## src/rtl/irq_dc_pkg.sv

```systemverilog
package irq_dc_pkg;
  localparam int unsigned MAX_POS = 16;
  localparam int unsigned VEC_W   = 8;

  typedef logic [VEC_W-1:0] vec_t;

  typedef struct packed {
    logic en;
    logic rq;
    logic pd;
    vec_t vec;
  } pos_t;
endpackage

```

## src/rtl/irq_dc_reti.sv

```systemverilog
module irq_dc_reti
  import irq_dc_pkg::*;
#(
  parameter int unsigned N = MAX_POS
) (
  input  logic           reti_i,
  input  pos_t [N-1:0]   st_i,
  output pos_t [N-1:0]   st_o
);
  logic found, stop;

  always_comb begin
    st_o  = st_i;
    found = 1'b0;
    stop  = 1'b0;
    if (reti_i) begin
      for (int i = 0; i < int'(N); i++) begin
        if (!stop) begin
          st_o[i].en = 1'b1;
          if (st_i[i].pd) begin
            if (found) begin
              stop = 1'b1;  // next level stays in service
            end else begin
              st_o[i].pd = 1'b0;
              found      = 1'b1;
            end
          end
        end
      end
    end
  end
endmodule

```

## src/rtl/irq_dc_ack.sv

```systemverilog
module irq_dc_ack
  import irq_dc_pkg::*;
#(
  parameter int unsigned N = MAX_POS
) (
  input  logic           ack_i,
  input  pos_t [N-1:0]   st_i,
  output pos_t [N-1:0]   st_o,
  output logic           hit_o,
  output logic           err_o,
  output vec_t           vec_o
);
  logic hit;

  always_comb begin
    st_o  = st_i;
    hit   = 1'b0;
    vec_o = '0;
    if (ack_i) begin
      for (int i = 0; i < int'(N); i++) begin
        if (!hit && st_i[i].rq) begin
          st_o[i].rq = 1'b0;
          st_o[i].pd = 1'b1;
          vec_o      = st_i[i].vec;
          hit        = 1'b1;
        end
      end
    end
    hit_o = hit;
    err_o = ack_i && !hit;
  end
endmodule

```

## src/rtl/irq_dc_req.sv

```systemverilog
module irq_dc_req
  import irq_dc_pkg::*;
#(
  parameter int unsigned N     = MAX_POS,
  parameter int unsigned N_ACT = 8
) (
  input  logic [N-1:0]   req_i,
  input  vec_t [N-1:0]   vec_i,
  input  pos_t [N-1:0]   st_i,
  output pos_t [N-1:0]   st_o,
  output logic           err_o
);
  logic mask, err;

  always_comb begin
    st_o = st_i;
    mask = 1'b0;
    err  = 1'b0;
    for (int i = 0; i < int'(N); i++) begin
      if (i < int'(N_ACT)) begin
        if (mask) st_o[i].en = 1'b0;
        if (req_i[i] && st_o[i].en) begin
          if (st_o[i].pd) begin
            err = 1'b1;  // still in service: drop
          end else begin
            st_o[i].en  = 1'b0;
            st_o[i].rq  = 1'b1;
            st_o[i].vec = vec_i[i];
            mask        = 1'b1;
          end
        end
      end
    end
    err_o = err;
  end
endmodule

```

## src/rtl/irq_daisy_chain.sv

```systemverilog
module irq_daisy_chain
  import irq_dc_pkg::*;
#(
  parameter int unsigned N_ACT = 8
) (
  input  logic                       clk_i,
  input  logic                       rst_ni,
  input  logic [MAX_POS-1:0]         req_i,
  input  logic [MAX_POS*VEC_W-1:0]   req_vec_i,
  input  logic                       ack_i,
  input  logic                       reti_i,
  output logic                       irq_o,
  output logic [VEC_W-1:0]           ack_vec_o,
  output logic                       ack_err_o,
  output logic                       req_err_o
);
  localparam int unsigned N = MAX_POS;

  pos_t [N-1:0] st_q, st_reti, st_ack, st_d;
  vec_t [N-1:0] vec_in;
  logic         ack_hit, ack_err, req_err;
  vec_t         ack_vec;
  logic         any_rq;

  for (genvar g = 0; g < int'(N); g++) begin : g_vec
    assign vec_in[g] = req_vec_i[g*VEC_W +: VEC_W];
  end

  irq_dc_reti #(.N(N)) u_reti (
    .reti_i (reti_i),
    .st_i   (st_q),
    .st_o   (st_reti)
  );

  irq_dc_ack #(.N(N)) u_ack (
    .ack_i  (ack_i),
    .st_i   (st_reti),
    .st_o   (st_ack),
    .hit_o  (ack_hit),
    .err_o  (ack_err),
    .vec_o  (ack_vec)
  );

  irq_dc_req #(.N(N), .N_ACT(N_ACT)) u_req (
    .req_i  (req_i),
    .vec_i  (vec_in),
    .st_i   (st_ack),
    .st_o   (st_d),
    .err_o  (req_err)
  );

  always_ff @(posedge clk_i or negedge rst_ni) begin
    if (!rst_ni) begin
      for (int i = 0; i < int'(N); i++) begin
        st_q[i] <= '{en: 1'b1, rq: 1'b0, pd: 1'b0, vec: '0};
      end
      ack_vec_o <= '0;
      ack_err_o <= 1'b0;
      req_err_o <= 1'b0;
    end else begin
      st_q      <= st_d;
      ack_err_o <= ack_err;
      req_err_o <= req_err;
      if (ack_hit) ack_vec_o <= ack_vec;
    end
  end

  always_comb begin
    any_rq = 1'b0;
    for (int i = 0; i < int'(N); i++) any_rq = any_rq | st_q[i].rq;
  end
  assign irq_o = any_rq;
endmodule

```

## config.mk

```make
export PLATFORM = sky130hd
export DESIGN_NAME = irq_daisy_chain
export DESIGN_NICKNAME = d
export VERILOG_FILES = /design/src/rtl/irq_dc_pkg.sv /design/src/rtl/irq_dc_reti.sv /design/src/rtl/irq_dc_ack.sv /design/src/rtl/irq_dc_req.sv /design/src/rtl/irq_daisy_chain.sv
export SDC_FILE = /design/constraint.sdc
export NUM_CORES = 1
export LEC_CHECK = 0
export ABC_AREA = 1
export ABC_CLOCK_PERIOD_IN_PS = 3500
export BUFFER_PORTS_ARGS = -buffer_cell sky130_fd_sc_hd__buf_2
export CORE_MARGIN = 5
export CORE_UTILIZATION = 55
export DETAILED_ROUTE_END_ITERATION = 6
export PLACE_DENSITY = 0.86
export REMOVE_ABC_BUFFERS = 1
export SYNTH_ARGS = -nofsm -noshare
export SYNTH_HDL_FRONTEND = slang
export SYNTH_SLANG_ARGS = --single-unit
```

## constraint.sdc

```tcl
create_clock -name clk_i -period 3.5 [get_ports clk_i]
set_input_delay 0.525 -clock clk_i [delete_from_list [all_inputs] [get_ports clk_i]]
set_output_delay 0.525 -clock clk_i [all_outputs]
set_load 0.02 [all_outputs]
```

==> results.md <==
* Remaining DRCs at 0
* Critical path startpoint category: flip-flop
* Number of global-route vias before repair at 3,971
* Port Buffers at 86
* Crit path max-delay family: simple AND/OR/NAND/NOR gates
* R2R Path Start: st_q[9]
* Die ar. at 10,800 um2
* Placed cell count at 699
* Crit Path Class: flip-flop to flip-flop
* Setup fix buffers added after clock tree synthesis at 0
* Worst R2R Path Depth at 12
* # rows at 34
* Top cell by count, worst path: nand2_1
* R2R Setup Slk at roughly 830 ps
* Pre-antenna DRT Iters at 5
* Tmin final at 2670 ps
* Final hold vios at 0
* Max Fclk at ~370 MHz
* Mean post-synth cell area at around 9.4 um2
* Leak Pwr at 2.76 nW
* CTS Hold Buffers Added at 0
* Synth Area in Adders at 0
* Fraction of layout cells with a size suffix above 1 at 0.326
* Yosys reg bits at 98
* Initial DRC Count at 245
* Synth unique cells at 42
* Synth Area in Simple Gates at 0.227
* Bufs and invs on worst path at 0
* CP max FO at 14
* ANT cells at 0
* Pin count of the biggest net entering global routing at 37
* Final nets at 750
* CP max stage delay at 570 ps
* Max VDD drop at 0.345 mV
* Clock transition at path regs at 100 ps
* Worst rel slew slack at 0.426
* Initial Util at 0.559
* Post-CTS sizing at 0
* Fin crit share at 0.763
* Root Driver: clkbuf_8
* Die width at 104 um
* Worst Tran Pin Value at between 800 and 900 ps
* Final hold slack at 65.9 ps
* Cell Area, Synth at between 4000 and 5000 um2
* Slew Viols, Final at 0
* WL final at between 10,000 and 15,000 um
* Core area at 8640 um2
* # IOs at between 150 and 200
* Combinational family with the most area after synthesis: simple AND/OR/NAND/NOR gates
* RSZ-0062 raised after global routing: false
* Post-Layout Cell Count at 715
* Clock sink count at 98
* Synth warnings at 0
* Max_cap viols at 0
* Synth Area in XOR/XNOR at 0
* Synth Area in Compound Gates at 0.147
* Vias at roughly 4,000
* Setup violations, final at 0
* Critical path arrival at 2920 ps
* Total track usage at 0.208
* Final Skew at ~16 ps
* Initial antenna violation count at 0
* Slowest-stage cell, CP: dfrtp_1
* First-pass GRT wire length at 18,400 um
* Total power at ~4.4 mW
* Setup TNS at 0 ps
* Htree depth at 3
* HPWL Detailed at about 8400 um
* Gr ovfl total at 0
* Clk_lat worst skew at 370 ps
* Cell count after synthesis at 514
* Wirelength per Cell at 15.4 um
* P&R area growth vs syn at 14.8%
* Crit-path cells: nand2_1 -> nand2_2 -> nor2_4 -> nor2_1 -> nand2_2 -> o211ai_2 -> a21oi_4 -> o221ai_2 -> nor2_2 -> nand3_2 -> nand2_1 -> nand2_1
* Post-synthesis mux area share at 0.0467
* CTS max path bufs at 2
* Power Density at 789 nW/um2
* Final ANT Viol Nets at 0
* Placer Congestion at 0.843
* Worst hold path type: primary input to async pin
* CTS tree: yes
* Die Y at 104 um
* Outcome: finished clean
* CP Capture Type: flip-flop
* Sequential fraction of the synthesis area at 0.510
* DR vias/cell at 5.50
* Worst r2r dst: st_q[79]
* CTS Buf Count at 9
* WP data required at between 3000 and 4000 ps
## synth_stat cells
master,count,area [um2]
dfstp_2,8,210
nand4_1,13,81.3
a21oi_4,2,32.5
nand3_2,4,40.0
inv_1,49,184
dfrtp_1,90,2250
clkinv_1,1,3.75
a21oi_2,9,78.8
nand3_1,19,95.1
o221ai_2,2,30.0
nor3_1,5,25.0
o211ai_2,1,12.5
nor2_1,29,109
nand2_2,7,43.8
or2_4,1,8.76
a31o_2,1,8.76
o22ai_1,6,37.5
nor2_2,4,25.0
nand2_1,119,447
a211oi_1,8,60.1
inv_2,11,41.3
o31ai_4,1,21.3
nand3_4,3,52.6
o21bai_1,1,7.51
nor2_8,3,60.1
buf_6,5,56.3
clkbuf_1,2,7.51
o21ai_4,1,16.3
mux2_2,20,225
buf_2,2,10.0
o21ai_0,37,185
a22oi_1,2,15.0
a21oi_1,16,80.1
o211ai_1,4,30.0
o21a_1,1,7.51
nor2_4,7,78.8
inv_6,1,8.76
or2_2,1,6.26
o21ai_1,7,35.0
o21ai_2,6,52.6
buf_4,3,22.5
nand2_4,2,22.5
## layer usage
layer,GRT usage,share of wire,vias to the layer above
li1,-,-,1880
met1,0.269,0.41,1897
met2,0.343,0.51,126
met3,0.0286,0.049,33
met4,0.102,0.036,0
met5,0,0,-
## worst max path at each step
stage / from / to / slack (ps) / cells after the start
final: st_q[9] / st_q[79] / 830 / 12
after global routing: st_q[9] / st_q[79] / 570 / 12
after CTS: st_q[9] / st_q[79] / 840 / 12
after detailed placement: reti_i / st_q[79] / 730 / 14
after global placement: reti_i / st_q[79] / 840 / 14
after floorplan: st_q[9] / st_q[77] / 1170 / 12
## layout make-up
| type | instances | area (um2) |
|---|---|---|
| Timing Repair Buffer | 89 | 455 |
| Multi-Input combinational cell | 342 | 2030 |
| Inverter | 62 | 238 |
| Clock inverter | 4 | 73.8 |
| Tap cell | 108 | 135 |
| Fill cell | 693 | 3100 |
| Clock buffer | 12 | 145 |
| Sequential cell | 98 | 2460 |
## power breakdown
group | switching (mW) | internal [mW] | leakage, nW
clock network | 0.390 | 0.425 | 0.111
logic | 1.05 | 0.619 | 1.48
registers | 0.268 | 1.62 | 1.17
## cell usage in the layout, fill, tap and decap left out, types with 2 or more instances in the layout
cell,instances
clkbuf_8,10
a211oi_1,8
dfrtp_1,90
o21ai_1,7
nand2_4,2
nor3_1,5
o21ai_0,37
mux2_2,20
o21ai_2,6
nor2_8,3
o221ai_2,2
inv_6,2
nand3_4,3
o211ai_1,4
nand2_1,119
nand4_1,13
clkbuf_1,2
inv_2,11
a21oi_4,2
nor2_1,29
buf_4,4
nand3_1,19
nor2_4,7
buf_2,85
nand3_2,4
a21oi_2,9
bufinv_16,2
nor2_2,4
a21oi_1,16
a22oi_1,2
dfstp_2,8
inv_1,49
o22ai_1,6
nand2_2,7
## state kept, by name (all words and copies together) (netlist names)
signal and flops:
req_err_o 1, ack_err_o 1, st_q 88, ack_vec_o 8
## logic make-up (layout without fill, tap and decap cells)
kind of cell | Yosys count | after routing
and+or+nand+nor | 217 | 217
AOI/OAI and AO/OA | 105 | 105
DFF | 98 | 98
buffers and inverters | 74 | 167
muxes | 20 | 20
## worst reg2reg max path, stage by stage (launching register included)
cell and delay (ps):
dfrtp_1 570, nand2_1 170, nand2_2 100, nor2_4 270, nor2_1 120, nand2_2 260, o211ai_2 190, a21oi_4 190
o221ai_2 130, nor2_2 150, nand3_2 200, nand2_1 130, nand2_1 70
## per-stage QoR
stage,setup slack [ps],utilization,instance area (um2)
5_1_grt,568,0.642,5540
3_3_place_gp,841,0.616,5320
4_1_cts,840,0.642,5540
2_1_floorplan,1170,-,4730
6_report,829,0.642,5540
3_5_place_dp,730,0.616,5320
Note: power is estimated with default switching activity, not from simulation.
